**config.mk**
```make
export PLATFORM = sky130hd
export DESIGN_NAME = spinand_cache_reader
export DESIGN_NICKNAME = d
export VERILOG_FILES = /design/src/rtl/spinand_cache_reader.sv
export SDC_FILE = /design/constraint.sdc
export NUM_CORES = 1
export LEC_CHECK = 0
export BUFFER_PORTS_ARGS = -buffer_cell sky130_fd_sc_hd__buf_2
export CAP_MARGIN = 15
export CORE_MARGIN = 2
export CORE_UTILIZATION = 50
export DETAILED_ROUTE_END_ITERATION = 10
export PLACE_DENSITY_LB_ADDON = 0.25
export SYNTH_ARGS = -nofsm -noshare
export SYNTH_HDL_FRONTEND = slang
export SYNTH_SLANG_ARGS = --single-unit
```
**constraint.sdc**
```tcl
create_clock -name clk -period 8.6 [get_ports clk]
set_clock_uncertainty 0.1 [all_clocks]
set_input_delay 1.72 -clock clk [delete_from_list [all_inputs] [get_ports clk]]
set_output_delay 1.72 -clock clk [all_outputs]
set_load 0.03 [all_outputs]
```
**src/rtl/spinand_cache_reader.sv**
```systemverilog
module spinand_cache_reader #(
  parameter int SECTOR_BYTES = 512,
  parameter int SECT_W       = 5,
  parameter int SPARE_W      = 8,
  parameter int DUMMY_W      = 8
) (
  input  logic               clk,
  input  logic               rst_n,
  input  logic               rd_en,
  input  logic [7:0]         opcode,
  input  logic [DUMMY_W-1:0] dummy_clks,
  input  logic [15:0]        col_addr,
  input  logic [2:0]         lane_mode,
  input  logic [SECT_W-1:0]  sectors,
  input  logic [SPARE_W-1:0] spare_bytes,
  input  logic               irq_en,
  input  logic               irq_rd,
  output logic               sck,
  output logic               cs_n,
  output logic [3:0]         io_out,
  output logic [3:0]         io_oe,
  input  logic [3:0]         io_in,
  output logic [7:0]         rx_data,
  output logic               rx_valid,
  output logic [SECT_W-1:0]  sect_cnt,
  output logic               irq_pend
);

  localparam int BYTE_W = $clog2(SECTOR_BYTES + 2**SPARE_W);
  localparam int CNT_W  = (DUMMY_W > 5) ? DUMMY_W : 5;

  typedef enum logic [2:0] {ST_IDLE, ST_CMD, ST_ADDR, ST_DUMMY, ST_DATA, ST_DONE} st_t;

  st_t                st;
  logic               ph;
  logic [CNT_W-1:0]   cnt;
  logic [15:0]        sh;
  logic [7:0]         rsh;
  logic [2:0]         bcnt;
  logic [BYTE_W-1:0]  bsec;
  logic [SECT_W-1:0]  sect_q, sect_n;
  logic [SPARE_W-1:0] spare_q;
  logic [DUMMY_W-1:0] dum_q;
  logic [1:0]         dlog, alog;
  logic               last_q, irq_q, rxv_q;
  logic [7:0]         rxd_q;

  logic [1:0]         dlog_in;
  logic [4:0]         a_m1;
  logic [2:0]         b_m1;
  logic [BYTE_W-1:0]  sec_last;
  logic [7:0]         rx_next;
  logic               active, byte_end, sect_end, addr_last, dum_last;
  logic               zero_fin, data_fin, fin;
  st_t                after_setup;

  assign dlog_in  = (lane_mode[1:0] == 2'd1) ? 2'd1 : (lane_mode[1:0] == 2'd2) ? 2'd2 : 2'd0;
  assign a_m1     = (5'd16 >> alog) - 5'd1;
  assign b_m1     = 3'((4'd8 >> dlog) - 4'd1);
  assign sec_last = BYTE_W'(SECTOR_BYTES) + BYTE_W'(spare_q) - BYTE_W'(1);
  assign active   = (st == ST_CMD) || (st == ST_ADDR) || (st == ST_DUMMY) || (st == ST_DATA);
  assign byte_end = (bcnt == b_m1);
  assign sect_end = (bsec == sec_last);
  assign addr_last = (st == ST_ADDR) && (cnt == CNT_W'(a_m1));
  assign dum_last  = (st == ST_DUMMY) && (cnt == CNT_W'(dum_q - DUMMY_W'(1)));
  assign after_setup = (sect_n == '0) ? ST_DONE : ST_DATA;

  assign zero_fin = ph && (sect_n == '0) && ((addr_last && dum_q == '0) || dum_last);
  assign data_fin = (st == ST_DATA) && !ph && byte_end && sect_end &&
                    ((sect_q + SECT_W'(1)) == sect_n);
  assign fin      = rd_en && (zero_fin || data_fin);

  always_comb begin
    case (dlog)
      2'd0:    rx_next = {rsh[6:0], io_in[1]};
      2'd1:    rx_next = {rsh[5:0], io_in[1:0]};
      default: rx_next = {rsh[3:0], io_in[3:0]};
    endcase
  end

  always_comb begin
    io_out = 4'b0000;
    io_oe  = 4'b0000;
    if (st == ST_CMD) begin
      io_out = {3'b000, sh[15]};
      io_oe  = 4'b0001;
    end else if (st == ST_ADDR) begin
      case (alog)
        2'd0:    begin io_out = {3'b000, sh[15]};    io_oe = 4'b0001; end
        2'd1:    begin io_out = {2'b00, sh[15:14]};  io_oe = 4'b0011; end
        default: begin io_out = sh[15:12];           io_oe = 4'b1111; end
      endcase
    end
  end

  assign sck      = active && ph;
  assign cs_n     = !active;
  assign rx_data  = rxd_q;
  assign rx_valid = rxv_q;
  assign sect_cnt = sect_q;
  assign irq_pend = irq_q;

  always_ff @(posedge clk or negedge rst_n) begin
    if (!rst_n) begin
      st <= ST_IDLE; ph <= 1'b0; cnt <= '0; sh <= '0; rsh <= '0;
      bcnt <= '0; bsec <= '0; sect_q <= '0; sect_n <= '0; spare_q <= '0;
      dum_q <= '0; dlog <= 2'd0; alog <= 2'd0; last_q <= 1'b0;
      rxv_q <= 1'b0; rxd_q <= '0;
    end else begin
      rxv_q <= 1'b0;
      if (st == ST_IDLE) begin
        if (rd_en) begin
          st <= ST_CMD; ph <= 1'b0; cnt <= '0;
          sh <= {opcode, 8'h00};
          dlog <= dlog_in;
          alog <= lane_mode[2] ? dlog_in : 2'd0;
          sect_n <= sectors; spare_q <= spare_bytes; dum_q <= dummy_clks;
          sect_q <= '0; bsec <= '0; bcnt <= '0; last_q <= 1'b0;
        end
      end else if (st == ST_DONE) begin
        if (!rd_en) st <= ST_IDLE;
      end else if (!rd_en) begin
        st <= ST_IDLE;
        ph <= 1'b0;
      end else begin
        ph <= ~ph;
        if (ph) begin
          case (st)
            ST_CMD: begin
              sh <= sh << 1;
              if (cnt == CNT_W'(7)) begin
                st <= ST_ADDR; cnt <= '0; sh <= col_addr;
              end else cnt <= cnt + CNT_W'(1);
            end
            ST_ADDR: begin
              sh <= sh << (5'd1 << alog);
              if (addr_last) begin
                cnt <= '0;
                st  <= (dum_q != '0) ? ST_DUMMY : after_setup;
              end else cnt <= cnt + CNT_W'(1);
            end
            ST_DUMMY: begin
              if (dum_last) begin
                cnt <= '0; st <= after_setup;
              end else cnt <= cnt + CNT_W'(1);
            end
            ST_DATA: if (last_q) st <= ST_DONE;
            default: st <= st;
          endcase
        end else if (st == ST_DATA) begin
          rsh <= rx_next;
          if (byte_end) begin
            bcnt  <= '0;
            rxd_q <= rx_next;
            rxv_q <= 1'b1;
            if (sect_end) begin
              bsec   <= '0;
              sect_q <= sect_q + SECT_W'(1);
              if ((sect_q + SECT_W'(1)) == sect_n) last_q <= 1'b1;
            end else bsec <= bsec + BYTE_W'(1);
          end else bcnt <= bcnt + 3'd1;
        end
      end
    end
  end

  always_ff @(posedge clk or negedge rst_n) begin
    if (!rst_n)                irq_q <= 1'b0;
    else if (fin && irq_en)    irq_q <= 1'b1;
    else if (irq_rd)           irq_q <= 1'b0;
  end

  AST_CMD_LANE: assert property (@(posedge clk) disable iff (!rst_n)
    (st == ST_CMD) |-> (io_oe == 4'b0001));
  AST_DATA_UNDRIVEN: assert property (@(posedge clk) disable iff (!rst_n)
    rx_valid |-> (io_oe == 4'b0000));
  AST_SECT_LIMIT: assert property (@(posedge clk) disable iff (!rst_n)
    !cs_n |-> (sect_cnt <= sect_n));
  AST_SECT_STEP: assert property (@(posedge clk) disable iff (!rst_n)
    ($past(!cs_n) && !cs_n && !$stable(sect_cnt)) |-> (sect_cnt == SECT_W'($past(sect_cnt) + 1'b1)));
  AST_SCK_FRAMED: assert property (@(posedge clk) disable iff (!rst_n)
    sck |-> !cs_n);
  AST_IRQ_GATED: assert property (@(posedge clk) disable iff (!rst_n)
    $rose(irq_pend) |-> $past(irq_en));
  AST_IRQ_CLEAR: assert property (@(posedge clk) disable iff (!rst_n)
    (irq_rd && irq_pend && !fin) |=> !irq_pend);
  AST_ABORT_IDLE: assert property (@(posedge clk) disable iff (!rst_n)
    !rd_en |=> (cs_n && !sck));

endmodule

```
==> results of run 1 <==
cell families after synthesis:
group	after synthesis	share of synthesized area, %
AND/OR/NAND/NOR	264	22.4
AO/OA/AOI/OAI	159	16.8
flip-flops	89	39.2
buffers and inverters	67	4.69
multiplexers	47	10.3
XOR/XNOR	30	4.62
adder cells (fa/ha/maj)	9	1.94
area by class of cell:
type | count | area (um2) | area share, %
multi-input combinational | 509 | 3200 | 49.6
sequential | 89 | 2230 | 34.6
timing repair buffer | 84 | 430 | 6.68
tap | 140 | 175 | 2.72
clock inverter | 4 | 77.6 | 1.20
inverter | 24 | 90.1 | 1.40
clock buffer | 11 | 243 | 3.77
flip-flops by register name (all words and copies together) (netlist names), 3 cells and up:
name,cells
cnt,8
spare_q,8
bcnt,3
rsh,7
rx_data,8
sect_cnt,5
sh,16
sect_n,5
dum_q,8
st,3
bsec,10
cells in the final DEF (no fill, tap or decap), types with 15 or more instances in the layout:
cell     count
nand2_1    114
dfrtp_1     89
buf_2       80
o21ai_0     65
nor2_1      40
a21oi_1     40
mux2i_1     26
inv_1       24
nand3_1     24
xor2_1      15
xnor2_1     15
tightest hold or removal path: stages (launching register included):
cell	delay, ps
dfrtp_1	340
nand2_1	50
o21ai_0	60
where the power goes:
| part | switching [uW] | internal (uW) |
|---|---|---|
| Clock | 164 | 262 |
| Sequential | 77.4 | 458 |
| Combinational | 125 | 113 |
final timing paths:
kind | from | end | slack (ps) | cells past startpoint
worst max-delay path | st[0] | io_out[2] | 4570 | 4
worst min-delay path | rx_data[7] | rx_data[7] | 380 | 2
worst max register to register | alog[1] | st[0] | 5380 | 9
worst min register to register | rx_data[7] | rx_data[7] | 380 | 2
max in group asynchronous | rst_n | cnt[7] | 6070 | 2
min in group asynchronous | rst_n | rx_data[3] | 1200 | 1
through the flow:
step	instances	hold WS, ps	area, um2
finish	861	384	6440
floorplan	665	351	5680
global placement	846	362	6120
global route	861	408	6440
CTS	861	389	6440
detailed placement	846	372	6120
metal layers:
metal,vias to the layer above,global-route usage (%)
met1,2383,29.6
met3,14,4.61
li1,2439,-
met5,-,0
met2,119,37.7
met4,0,5.83
==> impl_metrics.toml, run 1 <==
[grt]
first_global_vias = 4880
grt_pass1_wl_mm = 22.9
antenna_found_initial = 0
grt_overflow = 0
grt_max_degree = 61
grt_usage_pct = 22.4

[placed_design]
dpl.hpwl_mm = 9.69
gp_congestion = 0.856
port_buffers = 81
dp_slack_ps = 4630

[die]
rows = 38
start_util_pct = 51.7
die_area_um2 = 12200
core_area_um2 = 11000
io_pins = 82
die-height_um = 111
dieWidth_um = 111

[timing]
tns_ps = 0
slew_headroom_pct = 27.0
fmax_mhz = 248
fin_crit_ps = 4030
setup_viol = 0
final_hold_viol_count = 0
worst_slack_ps = 4570
slew_violations = 0
grt_setup_unrepaired = "false"
worst_pin_slew_ps = 1090
period_share_pct = 46.9

[run_status]
status = "finished clean"

[yosys]
yosys_most_used_dff = "dfrtp_1"
yosys.area.top_type_share_pct = 39.2
synth.area.top_cells = "dfrtp_1 39%, nand2_1 7.5%, o21ai_0 5.7%, mux2i_1 4.6%, a21oi_1 3.5%"
ys_warn_count = 0
yosysSeqAreaShare_pct = 39.2
synth_cell_types = 63
synth_most_common_cell = "nand2_1"
yosysTopAreaCell = "dfrtp_1"
netlist_area_um2 = 5680
synth_seq_cells = 89
synthTopCellsByCount = "114 x nand2_1, 89 x dfrtp_1, 65 x o21ai_0"
synth_area_per_cell_um2 = 8.55
async_reset_ff_share_pct = 100
synth_cells = 665
syn_nets = 730
synth_edf_count = 0

[layout]
syn2layout_area_growth_pct = 13.3
layout.nets = 782
layout-drive-gt1-share_pct = 18.3
num-fill-cells = 993
final_util_pct = 58.6
diodes = 0

[cts]
cts_setup_buffers = 0
cts.root.buffer_cell = "clkbuf_16"
cts_tree = "yes"
clkLatencyLatePin_ps = 340
htreeDepth = 3
clk_path_buf_depth = 2
cts.reportedPaths.clkPinSlew_ps = 70
cts_inserted_buffers = 9
ctsHoldBuffers = 0
clock_sinks = 89
cts-resized-gates = 0

[critical_path]
worstPathMaxFanout = 21
required_ps = 6780
cp.arrival_ps = 2210
max_stage_delay_ps = 610
path_buf_inv = 1
setup.worst_path.class = "flip-flop to primary output"
cp-end-kind = "primary output"
slowest_stage = "and2_1"
cp_cell_sequence = "nor2_1 -> and2_1 -> and3_1 -> buf_2"
worst_setup_path_start_kind = "flip-flop"
crit_family = "simple AND/OR/NAND/NOR gates"

[drt]
wirelength_mm = 13.6
dr_wl_met2_mm = 6.39
post_drt_via_cell_ratio = 5.75
top_layer_used = "met4"
dr_wl_met3_um = 624
vias = 4955
wl_met1_mm = 6.37
wl_per_cell_um = 15.8
drc = 0
drtPass1Iterations = 4
ant_nets = 0
drt_iter0_drc = 366

[power]
finalPower_uw = 1200
p_leak_uw = 0.00296
p_per_area_nw_per_um2 = 186
peakVddDrop_mv = 0.148

[job]
cap_violations = 0

[hold_path]
hp-class = "flip-flop to flip-flop"
No activity file was read; power rests on OpenSTA's default activity.
==> run 2: changes to the inputs <==
Settings changed: ABC_AREA set to 1.
Clock period 8.6 ns to 3.8 ns, I/O delays scaled along.
==> impl_metrics.toml, run 2 <==
[grt]
grt_use_met3_pct = 5.45
first_global_vias = 5276
antenna_found_initial = 0
grt_usage_pct = 23.7
grt_pass1_wl_mm = 24.4
grt.busiest_layer = "met2"
globalRouteMet2Util_pct = 39.6
met1_usage_pct = 30.7
grt_overflow = 0
grt_max_degree = 57

[job]
cap_violations = 0

[yosys]
synth_area_per_cell_um2 = 7.26
ys_warn_count = 0
yosysSeqAreaShare_pct = 38.0
synthTopCellsByCount = "208 x nand2_1, 94 x inv_1, 89 x dfrtp_1"
yosysTopAreaCell = "dfrtp_1"
synth_seq_cells = 89
async_reset_ff_share_pct = 100
synth_cells = 808
netlist_area_um2 = 5860
yosys.area.top_type_share_pct = 38.0
synth_most_common_cell = "nand2_1"
syn_nets = 873
synth_edf_count = 0
synth_cell_types = 48
synth.area.top_cells = "dfrtp_1 38%, nand2_1 13%, o21ai_0 6.3%, inv_1 6.0%, nand3_1 5.1%"
yosys_most_used_dff = "dfrtp_1"

[timing]
fin_crit_ps = 3330
tns_ps = 0
slew_headroom_pct = 41.4
worst_slack_ps = 467
period_share_pct = 87.7
fmax_mhz = 300
final_hold_viol_count = 0
worst_pin_slew_ps = 876
slew_violations = 0
grt_setup_unrepaired = "false"
setup_viol = 0

[layout]
stdcell_count = 1029
reg_top3 = "sh: 16 flops, bsec: 10 flops"
final_util_pct = 58.3
final_common_cell = "nand2_1"
largest_register_ff_count = 16
layout.nets = 946
syn2layout_area_growth_pct = 13.6
num-fill-cells = 1108
regMostFlops = "sh"
diodes = 0
layout-drive-gt1-share_pct = 17.9
design_area_um2 = 6660
final_cell_mix = "208 x nand2_1, 94 x inv_1, 89 x dfrtp_1"

[drt]
drt_iter0_drc = 327
vias = 5588
wl_per_cell_um = 14.2
drc = 0
wirelength_mm = 14.6
drtPass1Iterations = 6
ant_nets = 0
post_drt_via_cell_ratio = 5.43

[critical_path]
max_stage_delay_ps = 570
setup.worst_path.class = "flip-flop to primary output"
cp-end-kind = "primary output"
cp_cell_sequence = "nor2_2 -> nand2_2 -> inv_1 -> nor2_1 -> nand2_1 -> inv_1 -> nor2_1 -> buf_2"
required_ps = 2940
slowest_stage = "inv_1"
cp.arrival_ps = 2470
path_buf_inv = 3
worstPathMaxFanout = 20
crit_family = "buffers and inverters"
worst_setup_path_start_kind = "flip-flop"

[cts]
cts_inserted_buffers = 9
htreeDepth = 3
cts_tree = "yes"
cts_setup_buffers = 0
cts.reportedPaths.clkPinSlew_ps = 70
clock_sinks = 89
ctsHoldBuffers = 0
clkLatencyLatePin_ps = 350
cts.root.buffer_cell = "clkbuf_16"
cts-resized-gates = 0
clk_path_buf_depth = 2

[hold_path]
hp-class = "input port to asynchronous set/reset pin"

[die]
die_area_um2 = 12600
start_util_pct = 51.4
dieWidth_um = 112
io_pins = 82
rows = 39
die-height_um = 112
core_area_um2 = 11400

[run_status]
status = "finished clean"

[power]
p_per_area_nw_per_um2 = 715
peakVddDrop_mv = 0.482
p_leak_uw = 0.00328

[placed_design]
dpl.hpwl_mm = 10.8
port_buffers = 81
dpl_cell_area_um2 = 6350
dp_cells = 1013
gp_congestion = 0.955
dp_slack_ps = 882
[run 2: cell families (layout without fill, tap and decap cells)]
family / count (synthesis) / in the layout / share of synthesized area [%]
XOR/XNOR: 23 / 23 / 3.44
buffers and inverters: 126 / 204 / 8.92
AND/OR/NAND/NOR: 394 / 394 / 30.4
multiplexers: 5 / 5 / 0.960
adder cells (fa/ha/maj): 8 / 8 / 1.71
AO/OA/AOI/OAI: 163 / 163 / 16.6
flip-flops: 89 / 89 / 38.0
[run 2: worst reg2reg max path, delay by kind of cell, from the launching register on]
family / cells / cell delay [ps]
AOI/OAI and AO/OA: 2 / 280
xor gates and xnor gates: 1 / 130
adders and majority gates: 1 / 330
buffers and inverters: 2 / 440
DFF: 1 / 560
and+or+nand+nor: 5 / 720
[run 2: routing by layer]
layer / share of wire (%) / vias up
li1: - / 2812
met1: 45 / 2584
met2: 47 / 170
met3: 6.6 / 22
met4: 1.8 / 0
met5: 0 / -
[run 2: stage by stage]
stage / power [uW] / hold WS [ps]
6_report: 4760 / 376
5_1_grt: 5160 / 416
4_1_cts: 4770 / 387
3_5_place_dp: 3810 / 367
3_3_place_gp: 3790 / 364
2_1_floorplan: 3290 / 349
[run 2: path summary, 6_finish.rpt]
kind                       endpoint  slack [ps]  cells after the start  startpoint
setup / recovery                sck         470                      8       st[2]
hold / removal             dum_q[2]         380                      1       rst_n
setup reg to reg             cnt[4]        1080                     11     alog[1]
hold reg to reg            irq_pend         380                      2    irq_pend
max in group asynchronous     sh[8]        2490                      2       rst_n
min in group clk           irq_pend         380                      2    irq_pend
[run 2: power by group]
part           switching [uW]  leakage, uW  internal (uW)
clock                     406     0.000151            536
sequential                290      0.00115           1220
combinational            1540      0.00198            770
[run 2: final cells by class]
class	count	area, um2	share of cell area [%]
multi-input cells	593	3120	46.8
flip-flops and latches	89	2230	33.4
repair buffers	85	438	6.58
inverters	103	387	5.80
clock buffers	10	239	3.59
well taps	143	179	2.69
clock inverters	6	71.3	1.07
